`config.mk`:
```
export PLATFORM = sky130hd
export DESIGN_NAME = bcd_rtc
export DESIGN_NICKNAME = d
export VERILOG_FILES = /design/src/rtl/rtc_pkg.sv /design/src/rtl/rtc_ctrl.sv /design/src/rtl/rtc_fields.sv /design/src/rtl/bcd_rtc.sv
export SDC_FILE = /design/constraint.sdc
export NUM_CORES = 1
export LEC_CHECK = 0
export BUFFER_PORTS_ARGS = -buffer_cell sky130_fd_sc_hd__buf_2
export CORE_UTILIZATION = 45
export CTS_CLUSTER_SIZE = 28
export DETAILED_ROUTE_END_ITERATION = 10
export GPL_ROUTABILITY_DRIVEN = 0
export PLACE_DENSITY = 0.7
export SYNTH_ARGS = -nofsm -noshare
export SYNTH_HDL_FRONTEND = slang
export SYNTH_SLANG_ARGS = --single-unit
```
`constraint.sdc`:
```
create_clock -name clk -period 7.1 [get_ports clk]
set_input_delay 0.71 -clock clk [delete_from_list [all_inputs] [get_ports clk]]
set_output_delay 0.71 -clock clk [all_outputs]
set_load 0.1 [all_outputs]
```
`src/rtl/rtc_pkg.sv`:
```
package rtc_pkg;

  localparam logic [2:0] SEL_SEC   = 3'd0;
  localparam logic [2:0] SEL_MIN   = 3'd1;
  localparam logic [2:0] SEL_HOUR  = 3'd2;
  localparam logic [2:0] SEL_DOW   = 3'd3;
  localparam logic [2:0] SEL_DAY   = 3'd4;
  localparam logic [2:0] SEL_MONTH = 3'd5;
  localparam logic [2:0] SEL_YEAR  = 3'd6;
  localparam logic [2:0] SEL_NONE  = 3'd7;

  // Strobes from control to the field datapath
  typedef struct packed {
    logic       secTick;  // one-second advance
    logic       adjStep;  // qualified adjust step
    logic [2:0] adjSel;   // field to step
  } rtcStrobe_t;

  // BCD increment with wrap; a value at or past hi wraps to lo
  function automatic logic [7:0] bcdStep(input logic [7:0] v,
                                         input logic [7:0] lo,
                                         input logic [7:0] hi);
    if (v >= hi)              return lo;
    else if (v[3:0] == 4'd9)  return {v[7:4] + 4'd1, 4'd0};
    else                      return {v[7:4], v[3:0] + 4'd1};
  endfunction

  // Last BCD day of a BCD month, leap year when year value % 4 == 0
  function automatic logic [7:0] monthLast(input logic [7:0] mon,
                                           input logic [7:0] yr);
    logic [6:0] yb;
    yb = 7'(yr[7:4]) * 7'd10 + 7'(yr[3:0]);
    case (mon)
      8'h02:                      return (yb[1:0] == 2'd0) ? 8'h29 : 8'h28;
      8'h04, 8'h06, 8'h09, 8'h11: return 8'h30;
      default:                    return 8'h31;
    endcase
  endfunction

endpackage

```
`src/rtl/rtc_ctrl.sv`:
```
module rtc_ctrl
  import rtc_pkg::*;
#(
  parameter int DIV_BITS  = 15,
  parameter int FAST_LOG2 = 12
) (
  input  logic       clk,
  input  logic       rstN,
  input  logic       tickIn,
  input  logic       ctrlWe,
  input  logic [3:0] ctrlData,
  input  logic       adjWe,
  output rtcStrobe_t strb,
  output logic       irqWave
);

  localparam int SLOW_BIT = DIV_BITS - 1;
  localparam int FAST_BIT = DIV_BITS - 1 - FAST_LOG2;

  logic                pauseR;
  logic [2:0]          selR;
  logic [DIV_BITS-1:0] divCnt;
  logic                divWrap;

  always_ff @(posedge clk) begin
    if (!rstN) begin
      pauseR <= 1'b0;
      selR   <= SEL_NONE;
      divCnt <= '0;
    end else begin
      if (ctrlWe) begin
        pauseR <= ctrlData[0];
        selR   <= ctrlData[3:1];
      end
      if (tickIn) divCnt <= divCnt + 1'b1;
    end
  end

  assign divWrap = &divCnt;

  // Registered control value is used, so a same-cycle write affects later cycles
  always_comb begin
    strb.secTick = tickIn && !pauseR && divWrap;
    strb.adjStep = adjWe && pauseR && (selR != SEL_NONE);
    strb.adjSel  = selR;
  end

  generate
    if (FAST_BIT >= 0) begin : g_wave
      assign irqWave = pauseR ? divCnt[FAST_BIT] : divCnt[SLOW_BIT];
    end else begin : g_wave_slow_only
      assign irqWave = divCnt[SLOW_BIT];
    end
  endgenerate

  // the wave only moves on a tick or a mode change
  p_wave_hold_r11: assert property (@(posedge clk) disable iff (!rstN)
    (!tickIn && !ctrlWe) |=> $stable(irqWave));

  // two second advances are never back to back
  p_tick_spacing_r4: assert property (@(posedge clk) disable iff (!rstN)
    strb.secTick |=> !strb.secTick);

endmodule

```
`src/rtl/rtc_fields.sv`:
```
module rtc_fields
  import rtc_pkg::*;
(
  input  logic        clk,
  input  logic        rstN,
  input  rtcStrobe_t  strb,
  output logic [31:0] timeWord,
  output logic [31:0] dateWord
);

  logic [7:0] secR, minR, hourR, dowR, dayR, monR, yearR;
  logic [7:0] lastDay;
  logic       minAdv, hourAdv, dayAdv, monAdv, yearAdv;
  logic [6:0] stepHit;

  always_comb begin
    lastDay = monthLast(monR, yearR);
    minAdv  = strb.secTick && (secR  == 8'h59);
    hourAdv = minAdv       && (minR  == 8'h59);
    dayAdv  = hourAdv      && (hourR == 8'h23);
    monAdv  = dayAdv       && (dayR  >= lastDay);
    yearAdv = monAdv       && (monR  == 8'h12);
  end

  genvar gi;
  generate
    for (gi = 0; gi < 7; gi++) begin : g_hit
      assign stepHit[gi] = strb.adjStep && (strb.adjSel == 3'(gi));
    end
  endgenerate

  always_ff @(posedge clk) begin
    if (!rstN) begin
      secR  <= 8'h00;
      minR  <= 8'h00;
      hourR <= 8'h00;
      dowR  <= 8'h06;
      dayR  <= 8'h01;
      monR  <= 8'h01;
      yearR <= 8'h99;
    end else begin
      if (strb.secTick || stepHit[SEL_SEC])   secR  <= bcdStep(secR,  8'h00, 8'h59);
      if (minAdv  || stepHit[SEL_MIN])        minR  <= bcdStep(minR,  8'h00, 8'h59);
      if (hourAdv || stepHit[SEL_HOUR])       hourR <= bcdStep(hourR, 8'h00, 8'h23);
      if (dayAdv  || stepHit[SEL_DOW])        dowR  <= bcdStep(dowR,  8'h01, 8'h07);
      if (dayAdv  || stepHit[SEL_DAY])        dayR  <= bcdStep(dayR,  8'h01, lastDay);
      if (monAdv  || stepHit[SEL_MONTH])      monR  <= bcdStep(monR,  8'h01, 8'h12);
      if (yearAdv || stepHit[SEL_YEAR])       yearR <= bcdStep(yearR, 8'h00, 8'h99);
    end
  end

  assign timeWord = {dowR, hourR, minR, secR};
  assign dateWord = {8'h00, yearR, monR, dayR};

  // time fields stay in legal BCD ranges
  p_time_range_r2: assert property (@(posedge clk) disable iff (!rstN)
    (secR <= 8'h59) && (secR[3:0] <= 4'd9) && (minR <= 8'h59) && (minR[3:0] <= 4'd9)
    && (hourR <= 8'h23) && (hourR[3:0] <= 4'd9) && (dowR >= 8'h01) && (dowR <= 8'h07));

  // date fields stay in legal BCD ranges
  p_date_range_r3: assert property (@(posedge clk) disable iff (!rstN)
    (dayR >= 8'h01) && (dayR <= 8'h31) && (dayR[3:0] <= 4'd9)
    && (monR >= 8'h01) && (monR <= 8'h12) && (yearR[3:0] <= 4'd9) && (yearR <= 8'h99));

  // without a strobe nothing moves
  p_idle_hold_r9: assert property (@(posedge clk) disable iff (!rstN)
    (!strb.secTick && !strb.adjStep) |=> ($stable(timeWord) && $stable(dateWord)));

  // stepping seconds never carries into minutes
  p_adj_no_carry_r8: assert property (@(posedge clk) disable iff (!rstN)
    (strb.adjStep && strb.adjSel == SEL_SEC) |=> $stable(minR));

endmodule

```
`src/rtl/bcd_rtc.sv`:
```
module bcd_rtc
  import rtc_pkg::*;
#(
  parameter int DIV_BITS  = 15,
  parameter int FAST_LOG2 = 12
) (
  input  logic        clk,
  input  logic        rstN,
  input  logic        tickIn,
  input  logic        ctrlWe,
  input  logic [3:0]  ctrlData,
  input  logic        adjWe,
  output logic [31:0] timeWord,
  output logic [31:0] dateWord,
  output logic        irqWave
);

  rtcStrobe_t strb;

  rtc_ctrl #(.DIV_BITS(DIV_BITS), .FAST_LOG2(FAST_LOG2)) u_ctrl (
    .clk(clk), .rstN(rstN), .tickIn(tickIn), .ctrlWe(ctrlWe),
    .ctrlData(ctrlData), .adjWe(adjWe), .strb(strb), .irqWave(irqWave)
  );

  rtc_fields u_fields (
    .clk(clk), .rstN(rstN), .strb(strb),
    .timeWord(timeWord), .dateWord(dateWord)
  );

endmodule

```
* Word level (Yosys, flattened, before mapping)
Index checks and enable logic that the tools add are counted.
Word-level totals: bits in registers 75, input port bits 9
Cells by class: add/subtract/negate cells 16, multiply operators 1, $lt $le $gt $ge 7, equality and inequality tests 23, muxes and demuxes 17, reduce and logical (&&, ||, !) cells 42
Operator list (number):
- $mux W8 | 14
- $add A4 B1 Y4 const B | 14
- $eq A4 B4 Y1 const B | 7
- $eq A8 B3 Y1 const B | 2
- $eq A8 B5 Y1 const B | 2
- $eq A8 B7 Y1 const B | 2
- $ge A8 B7 Y1 const B | 2
- $logic_and A1 B1 Y1 | 16
- $pmux W8 S2 | 1
- $add A15 B1 Y15 const B | 1
- $reduce_and A15 Y1 | 1
- $reduce_and A2 Y1 | 7
- $reduce_bool A2 Y1 | 7
- $eq A3 B3 Y1 const B | 3
- $eq A8 B2 Y1 const B | 1
- $eq A8 B4 Y1 const B | 1
- $eq A8 B6 Y1 const B | 1
- $ge A8 B3 Y1 const B | 1
- $ge A8 B5 Y1 const B | 1
- $ge A8 B6 Y1 const B | 1
- $ge A8 B8 Y1 | 1
- $ge A8 B8 Y1 const B | 1
- $logic_or A1 B1 Y1 | 7
- $eq A3 B2 Y1 const B | 2
- other kinds (9) | 10

* Depth between registers and ports, before layout
Gate-level depths: netlist (run 1).
depth after elaboration 10, mapped depth 15, mapped depth without buffers 14

* By module
From an unflattened synthesis (run 1), not the netlist that was laid out.
Second synthesis, totals: cell total of the unflattened synthesis 489, area total of the unflattened synthesis 4229.1 µm²
Modules (own cells, without submodules):
- rtc_fields | instances 1, cells each 393, area an instance 3360.7 µm²
- rtc_ctrl | instances 1, cells each 96, area an instance 868.3 µm²

* Worst setup path after synthesis (run 1)
No wires, ideal clock.
path kind register to register, start register u_fields.monR[5], end register u_fields.yearR[4], setup time 110 ps, arrival time 3634 ps, setup slack 3357 ps, stages on the path, launching flop included 16, buffers on the path 1, cell sequence dfxtp_1 inv_1 ha_1 nand2_1 nor2_1 a31oi_1 o21ai_0 a21oi_1 ha_1 or4b_1 a21o_1 a31oi_4 o31a_1 buf_2 o21ai_0 o311ai_0
Between the ends: longest elaborated chain between the ends 8, elaborated cells between the ends (all ways) 13, those cells by class order compare (1); eq/ne (6); mux (1); reduce/logical (5)
Ends and longest elaborated chain:
- start, declared | line rtc_fields.sv:11 | logic [7:0] secR, minR, hourR, dowR, dayR, monR, yearR;
- start signal, assigned | line rtc_fields.sv:47 | if (monAdv || stepHit[SEL_MONTH]) monR <= bcdStep(monR, 8'h01, 8'h12);
- $eq A8 B3 Y1, or another cell as far along | line rtc_pkg.sv:33 | case (mon)
- $reduce_or A4 Y1 | line rtc_pkg.sv:33
- $pmux W8 S2 | line rtc_pkg.sv:33
- $ge A8 B8 Y1 | line rtc_fields.sv:21 | monAdv = dayAdv && (dayR >= lastDay);
- $logic_and A1 B1 Y1 | line rtc_fields.sv:21
- $logic_and A1 B1 Y1 * | line rtc_fields.sv:22 | yearAdv = monAdv && (monR == 8'h12);
- $logic_or A1 B1 Y1 * | line rtc_fields.sv:48 | if (yearAdv || stepHit[SEL_YEAR]) yearR <= bcdStep(yearR, 8'h00, 8'h99);
- $reduce_and A2 Y1 (no line) *
- end signal, assigned | line rtc_fields.sv:48
- end, declared | line rtc_fields.sv:11
Every way passes the cells marked *; elsewhere a longest branch is shown, timed or not. A chain may end at the register's enable or synchronous reset.

* Final worst setup path (run 1)
start register u_fields.monR[4], end register u_fields.yearR[4]
Same word-level chain as after synthesis.

==> results of run 1 <==
==> state kept, by name, summed over array words and instances, names as in the netlist <==
register,cells
u_fields.secR,8
u_fields.hourR,8
u_fields.yearR,8
u_ctrl.selR,3
u_fields.dayR,8
u_fields.monR,8
u_ctrl.pauseR,1
u_fields.dowR,8
u_fields.minR,8
u_ctrl.divCnt,15
==> kinds of logic (layout without fill, tap and decap cells) <==
kind of cell | count (synthesis) | in the layout | share of synthesized area (%)
and+or+nand+nor | 216 | 216 | 27.88
other | 1 | 9 | 0.08936
DFF | 75 | 75 | 35.78
adders and majority gates | 25 | 25 | 7.454
AOI/OAI and AO/OA | 114 | 114 | 18.57
xor gates and xnor gates | 15 | 15 | 3.130
buffers and inverters | 50 | 102 | 5.366
muxes | 7 | 7 | 1.729
==> worst min-delay path, cell delays in order (launching register included) <==
cell,delay [ps]
sky130_fd_sc_hd__dfxtp_1,340
sky130_fd_sc_hd__mux2i_1,70
sky130_fd_sc_hd__nand2_1,60
==> power by group through the flow <==
stage               sequential (mW)  clock [mW]  combinational (mW)
CTS                           0.428       0.374              0.0485
global route                  0.428       0.397              0.0514
detailed placement            0.438           0              0.0483
finish                        0.428       0.362              0.0483
global placement              0.437           0              0.0480
floorplan                     0.441           0              0.0407
==> cells in the mapped netlist, drive strengths merged (3+ instances only) <==
library cell	number
dfxtp	75
nor2	53
nand2	49
a21oi	32
ha	25
nand3	21
o21ai	21
inv	20
nand4	19
clkbuf	17
buf	13
and3	12
xor2	11
nor3	8
a31oi	7
a21o	6
and2	6
nand2b	6
o211ai	6
o31ai	6
o32ai	6
or3	6
mux2i	5
nand4b	5
o311ai	5
a32o	4
nor2b	4
xnor2	4
and3b	3
and4	3
nand3b	3
o221a	3
o22ai	3
or4	3
==> cells in the final DEF, fill, tap and decap left out, types with 5 or more instances in the layout <==
| cell type | instances |
|---|---|
| sky130_fd_sc_hd__dfxtp_1 | 75 |
| sky130_fd_sc_hd__buf_2 | 65 |
| sky130_fd_sc_hd__nor2_1 | 53 |
| sky130_fd_sc_hd__nand2_1 | 49 |
| sky130_fd_sc_hd__a21oi_1 | 32 |
| sky130_fd_sc_hd__ha_1 | 25 |
| sky130_fd_sc_hd__nand3_1 | 21 |
| sky130_fd_sc_hd__inv_1 | 20 |
| sky130_fd_sc_hd__o21ai_0 | 20 |
| sky130_fd_sc_hd__nand4_1 | 18 |
| sky130_fd_sc_hd__and3_1 | 12 |
| sky130_fd_sc_hd__xor2_1 | 11 |
| sky130_fd_sc_hd__clkbuf_8 | 9 |
| sky130_fd_sc_hd__conb_1 | 8 |
| sky130_fd_sc_hd__a31oi_1 | 6 |
| sky130_fd_sc_hd__a21o_1 | 6 |
| sky130_fd_sc_hd__o32ai_1 | 6 |
| sky130_fd_sc_hd__o211ai_1 | 6 |
| sky130_fd_sc_hd__or3_1 | 6 |
| sky130_fd_sc_hd__nor3_1 | 6 |
| sky130_fd_sc_hd__o31ai_1 | 6 |
| sky130_fd_sc_hd__nand2b_1 | 6 |
| sky130_fd_sc_hd__nand4b_1 | 5 |
| sky130_fd_sc_hd__o311ai_0 | 5 |
| sky130_fd_sc_hd__and2_1 | 5 |
| sky130_fd_sc_hd__mux2i_1 | 5 |
==> worst paths after layout <==
kind,start,end,depth (start not counted)
max,u_fields.monR[4],u_fields.yearR[4],14
min,u_ctrl.selR[0],u_ctrl.selR[0],2
min reg2reg,u_ctrl.selR[0],u_ctrl.selR[0],2
max reg2reg,u_fields.monR[4],u_fields.yearR[4],14
==> layer usage <==
layer	track usage, %	up-vias
li1	-	1933
met1	27.21	1836
met2	30.88	93
met3	4.539	10
met4	6.544	0
met5	0	-
==> cell type report <==
cell class              instances  area, um^2  share of cell area, %
multi-input cells             385        2496                  52.43
flip-flops and latches         75        1501                  31.54
diodes                          1       2.502                0.05256
inverters                      20       75.07                  1.577
repair buffers                 66       332.8                  6.991
well taps                     108       135.1                  2.838
clock buffers                  10       127.6                  2.681
clock inverters                 6       90.09                  1.892
==> metrics by stage <==
stage | utilization (%) | setup WS (ps) | cell area [um^2]
after global placement | 51.07 | 3806 | 4541
after floorplan | - | 3357 | 4223
after global routing | 53.55 | 3411 | 4761
after CTS | 53.52 | 3684 | 4758
final | 53.55 | 3678 | 4761
after detailed placement | 51.07 | 3704 | 4541
==> results by stage, run 1 <==
Worst setup path:
- The type of the worst setup path is flip-flop to flip-flop.
- The cell family contributing the most delay on the critical path is compound AO/OA/AOI/OAI gates.
- The critical path startpoint category is a flip-flop.
- In this design, the critical path's most frequently occurring cell is sky130_fd_sc_hd__ha_1.
- For the worst setup path, the data arrival time is 3600 ps.
- In this design, the stage delay of the slowest critical-path cell is 470 ps.
- The flop-to-flop setup slack is 3680 ps.
- Traced cell by cell, the critical path runs through inv_1 > ha_1 > nand2_1 > nor2_1 > a31oi_1 > o21ai_0 > a21oi_1 > ha_1 > or4b_1 > a21o_1 > a31oi_4 > o31a_1 > or2_1 > o311ai_0.
- The nature of the critical path endpoint is a flip-flop.
- On the critical path, the stage with the largest delay is an instance of sky130_fd_sc_hd__or4b_1.
- The maximum fanout encountered on the critical timing path is 13.
- Data on the critical path is required at its endpoint by 7280 ps.
- Counting both buffers and inverters, the worst setup path holds a total of 1.

Floorplan:
- The height of the chip is 98.57 um.
- Once the floorplan was initialized, standard cells occupied 47.20% of the core.
- The row count is 34.
- For this design the top-level I/O count stands at 74.
- The floorplan step defined a die boundary enclosing 0.009716 mm^2.
- The floorplan step set the die width to 98.57 um.
- The core footprint is 0.008891 mm^2.

Yosys:
- The share of the yosys chip area belonging to registers is 35.78%.
- The top cell type's share of synthesized area is 35.78%.
- By area the synthesized netlist is led by sky130_fd_sc_hd__dfxtp_1, sky130_fd_sc_hd__ha_1, sky130_fd_sc_hd__nor2_1.
- The number of distinct library cells after synthesis is 65.
- A synthesized cell averages 8.343 um^2.
- In the synthesized netlist, the number of instances is 503.
- The biggest area contributor in the post-synthesis netlist is sky130_fd_sc_hd__dfxtp_1.
- The number of synthesized flops with an enable pin is 0.
- The cell area after technology mapping is 0.004197 mm^2.
- The post-synthesis sequential element count is 75.
- In the synthesized netlist the dominant register cell turns out to be sky130_fd_sc_hd__dfxtp_1.
- The fraction of registers with async set or reset after synthesis is 0%.
- For this run, the number of Yosys warnings is 0.

Final layout:
- For this run, the post-layout net count is 591.
- The fraction of layout instances using a drive strength above 1 is 17.26%.
- The fill cell total of the finished layout is 827.
- The count of non-filler cells in the finished layout is 671.
- The area growth from synthesis to layout is 13.45%.

Clock network:
- The clock net in this run drives a total of 75 sinks.
- The clock edge transition at the registers on the reported setup and hold paths is 80 ps.
- The TritonCTS buffer count is 9.
- The deepest clock path buffer count is 2.
- The post-CTS repair timing setup buffer count is 0.
- TritonCTS built the clock tree.
- The insertion delay of the later-clocked pin in the worst-skew pair is 350 ps.
- The number of resized instances in the post-cts repair step is 0.
- In this run, post-CTS hold repair placed 0 buffers.
- The cell at the root of the clock tree is sky130_fd_sc_hd__clkbuf_8.
- The clock tree synthesis step divided the H-tree into 3 levels.

Drt:
- Summed over all nets, wire length on met2 after detailed routing comes to 4301 um.
- In the final routed layout, each cell accounts on average for 14.27 um.
- Using the TritonRoute via totals, the vias-per-cell ratio works out to 5.770.
- The total vias in the final route is 3872.
- The highest layer touched by signal routing is met4.
- The total routed wirelength is 9575 um.
- For this run, design rule violations remaining after detail routing come to 0.
- Before antenna repair, the detailed router went through 6 iterations.
- The met3 routed wirelength is 327 um.
- The detailed router's first-iteration violation count is 192.
- Once detail routing completed, the nets flagged for antenna violations numbered 0.
- In the final routing, the length of wire on met1 measures 4803 um.

Hold path:
- The tightest min-delay check is of the flip-flop to flip-flop type.

Pwr:
- Overall power consumption after layout is estimated at 0.8381 mW.
- Of the total power, the clock network draws 43.2%.
- The combinational power share is 5.8%.
- Power spread over the standard cell area amounts to 176.0 mW/mm^2.
- The internal power summed over all cells is 0.6306 mW.
- The analysis attributes to cell leakage a power of 1.968 nW.
- In this run switching power makes up 24.75% of total power.
- The net switching power is 0.2074 mW.
- The proportion of power drawn by flip-flops and latches is 51.1%.
- VDD sags by at most 129.5 uV.

STA:
- The worst path needs 3422 ps of the cycle, external delays included.
- Setup violations remaining at the end of the flow were counted as 0.
- The total negative setup slack is 0 ps.
- The tightest hold margin is 496.6 ps.
- The maximum operating frequency is 292.3 MHz.
- Setup repair after global routing left no endpoint under its margin.
- The worst path uses 48.19% of the clock period.
- At the pin with the least slew margin, the transition time is 1126 ps.
- The final hold violation count came to 0.
- The worst clock skew on the final layout is 10.40 ps.
- The worst relative slew slack is 24.28%.
- The final count of pins violating max slew is 0.

Placed design:
- Summed over all nets, the half-perimeter wirelength after detailed placement is 6731 um.
- The number of placed instances, taps included, is 654.
- The quantity of I/O buffers inserted on ports is 65.

GRT:
- The total overflow left after global routing is 0.
- Global routing used 19.85% of the available tracks across all layers.
- Entering global routing, the biggest net connects 45 pins.
- The initial antenna violation count was 1.
- The number of global-route vias before repair is 3363.
- The first-pass GRT wire length is 15800 um.

Flow run:
- The tool flagged a number of max-cap violations equal to 0.

Status:
- The flow ran to the end, and the final reports show no timing, DRC or antenna violations.
No activity file was read; power rests on OpenSTA's default activity.
==> run 2, diff against run 1 <==
- clock period: 7.1 -> 3.3 ns (I/O delays scaled with it)
==> run 2 against run 1 <==
  * Design area up 1.2%
  * Critical path depth up 1
  * Cell count is 0.30% higher
  * Via count barely moved
  * Die area unchanged
==> results by stage, run 2 (same netlist as run 1, synthesis figures left out) <==
Status:
- The run finished with clean final reports.

Placed design:
- The final HPWL from detailed placement is 6972 um.
- The quantity of I/O buffers inserted on ports is 65.
- The post-place setup slack is 125.2 ps.

GRT:
- The first-pass GRT wire length is 16640 um.
- Global routing finished with a remaining overflow of 0.
- The number of global-route vias before repair is 3560.
- Global routing consumed, over all layers together, 20.71% of the routing resources.
- Entering global routing, the biggest net connects 44 pins.
- The initial antenna violation count was 0.

Final layout:
- Counting the fill cells in the layout gives 834.
- The register with the most flip-flops in the layout has 15 of them.
- The combined area of the multi-input logic cells is 0.002506 mm^2.
- The combined flip-flop and latch cell area is 0.001516 mm^2.
- The top cell types in the final layout, fill and taps aside, are sky130_fd_sc_hd__dfxtp_1, sky130_fd_sc_hd__buf_2, sky130_fd_sc_hd__nor2_1.
- The library cell used most frequently in the layout, excluding fill and tap cells, is sky130_fd_sc_hd__dfxtp_1.
- The area growth from synthesis to layout is 14.85%.
- u_ctrl.divCnt holds more flip-flops than any other register.
- The number of antenna repair diodes is 0.
- Of the cells placed in the final design, the portion with a size suffix greater than 1 is 19.47%.
- After the last flow step, the layout net total stands at 594.

STA:
- The worst clock skew on the final layout is 15.50 ps.
- The maximum operating frequency is 321.3 MHz.
- The worst relative slew slack is 20.29%.
- Setup violations remaining at the end of the flow were counted as 0.
- The final count of pins violating max slew was 0.
- The measured slew at the worst slew-check pin is 1185 ps.
- Across all setup checks in the final design, the least slack found is 187.9 ps.
- Setup repair after global routing left no endpoint under its margin.
- The final hold violation count is 0.
- The total negative setup slack is 0 ps.
- The post-route fraction of the period consumed by the critical path is 94.31%.
- The shortest clock period the worst path allows after layout is 3112 ps.

Worst setup path:
- The critical path ends at u_fields.monR[3].
- The nature of the critical path endpoint is a flip-flop.
- The required time at the worst-slack endpoint is 3550 ps.
- The critical path in this run is classified as flip-flop to flip-flop.
- The critical register-to-register path startpoint is u_fields.monR[4].
- Tracing the worst setup path back leads to its startpoint at u_fields.monR[4].
- The number of cells on the worst reg-to-reg path is 15.
- Along the worst path, the maximum fanout reaches 10.
- In this run the register-to-register setup slack is 190 ps.
- The critical path startpoint category is a flip-flop.
- The critical register-to-register path endpoint is u_fields.monR[3].
- The worst endpoint data arrival time is 3360 ps.

Drt:
- The routed length per placed instance is 14.62 um.
- The detailed router's first-iteration violation count is 129.
- Dividing the detail-routed via count by the number of cells gives 5.752.
- The number of routed nets with antenna violations is 0.
- The number of iterations in the first detailed-routing pass is 5.
- For this run, design rule violations remaining after detail routing come to 0.
- After detailed routing, the total wire length is 9840 um.
- Across all layers, the routed design uses 3871 vias.

Clock network:
- For the worst-skew pair, the clock arrives at the later sink with an insertion delay of 350 ps.
- The CTS tree is yes.
- The maximum level of the CTS H-tree is 3.
- Clock-pin slew was measured on the worst setup and hold paths at 90 ps.
- The TritonCTS buffer count is 9.
- The number of clock sinks is 75.
- The cell sitting at the root of the clock tree is a sky130_fd_sc_hd__clkbuf_8.
- The longest clock path from root to sink contains 2 buffers.

Hold path:
- In this run the most critical hold path is launched from ctrlData[2].
- The path class of the lowest-slack min-delay path is primary input to flip-flop.

Flow run:
- Across the run, the number of max-cap violations was 0.

Floorplan:
- The die is 98.57 um tall.
- After floorplanning, the core was sized to cover 0.008891 mm^2.
- 74 I/O pins were placed.
- The width of the die is 98.57 um.
- The total die area is 0.009716 mm^2.
- The initial cell density of the core is 47.20%.
- In this run the core area contains 34 standard-cell rows.

Pwr:
- Power spread over the standard cell area amounts to 377.4 mW/mm^2.
- The design draws 1.819 mW.
- The worst ir drop on vdd is 233.0 uV.
- The leakage power is 1.994 nW.
## run 2: where the power goes
| part | switching [mW] | internal (mW) | total, mW | leakage, nW |
|---|---|---|---|---|
| clock | 0.344 | 0.448 | 0.792 | 0.111 |
| combinational | 0.0871 | 0.0209 | 0.108 | 1.28 |
| sequential | 0.00929 | 0.910 | 0.919 | 0.608 |
## run 2: metrics by stage
| step | hold slack, ps | area (um^2) | instances | utilization, % |
|---|---|---|---|---|
| global route | 218.8 | 4820 | 673 | 54.21 |
| finish | 213.2 | 4820 | 673 | 54.21 |
| CTS | 212.7 | 4802 | 672 | 54.01 |
| global placement | 475.1 | 4583 | 656 | 51.55 |
| detailed placement | 475.6 | 4583 | 656 | 51.55 |
| floorplan | 456.5 | 4238 | 510 | - |
## run 2: cell type report
cell class | instances | share of cell area [%]
Multi-Input combinational cell | 385 | 52.00
Clock buffer | 12 | 3.011
Tap cell | 108 | 2.804
Inverter | 20 | 1.558
Timing Repair Buffer | 69 | 7.632
Sequential cell | 75 | 31.46
Clock inverter | 4 | 1.532
## run 2: timing repair
item / CTS / global route
hold buffers: 0 / 0
setup endpoints to repair: 0 / 8
gates resized for setup: 0 / 3
setup buffers: 0 / 1
## run 2: worst min path at each step
stage                            end  slack, ps  cells past startpoint
finish                u_ctrl.selR[1]        210                      3
global route          u_ctrl.selR[1]        220                      3
CTS                   u_ctrl.selR[0]        210                      3
detailed placement  u_fields.monR[7]        480                      1
global placement    u_fields.dowR[6]        480                      2
floorplan             u_ctrl.selR[0]        460                      2
## run 2: critical path, stage by stage, from the launching register on
cell                      delay [ps]
sky130_fd_sc_hd__dfxtp_4         380
sky130_fd_sc_hd__inv_1            50
sky130_fd_sc_hd__ha_1            230
sky130_fd_sc_hd__nand2_1          80
sky130_fd_sc_hd__nor2_1           40
sky130_fd_sc_hd__a31oi_1         140
sky130_fd_sc_hd__o21ai_0          90
sky130_fd_sc_hd__a21oi_1         160
sky130_fd_sc_hd__ha_1            240
sky130_fd_sc_hd__or4b_1          460
sky130_fd_sc_hd__a21o_1          210
sky130_fd_sc_hd__a31oi_4         200
sky130_fd_sc_hd__buf_4           170
sky130_fd_sc_hd__o21ai_2         130
sky130_fd_sc_hd__and2_1          200
sky130_fd_sc_hd__a32o_1          220
## run 2: per-layer routing
layer / wire [um] / up-vias / share of wire, % / track usage [%]
met5: 0 / - / 0 / 0
met4: 115 / 0 / 1.2 / 7.577
met3: 439 / 11 / 4.5 / 3.050
met2: 4581 / 110 / 47 / 33.97
met1: 4703 / 1812 / 48 / 27.72
li1: - / 1938 / - / -
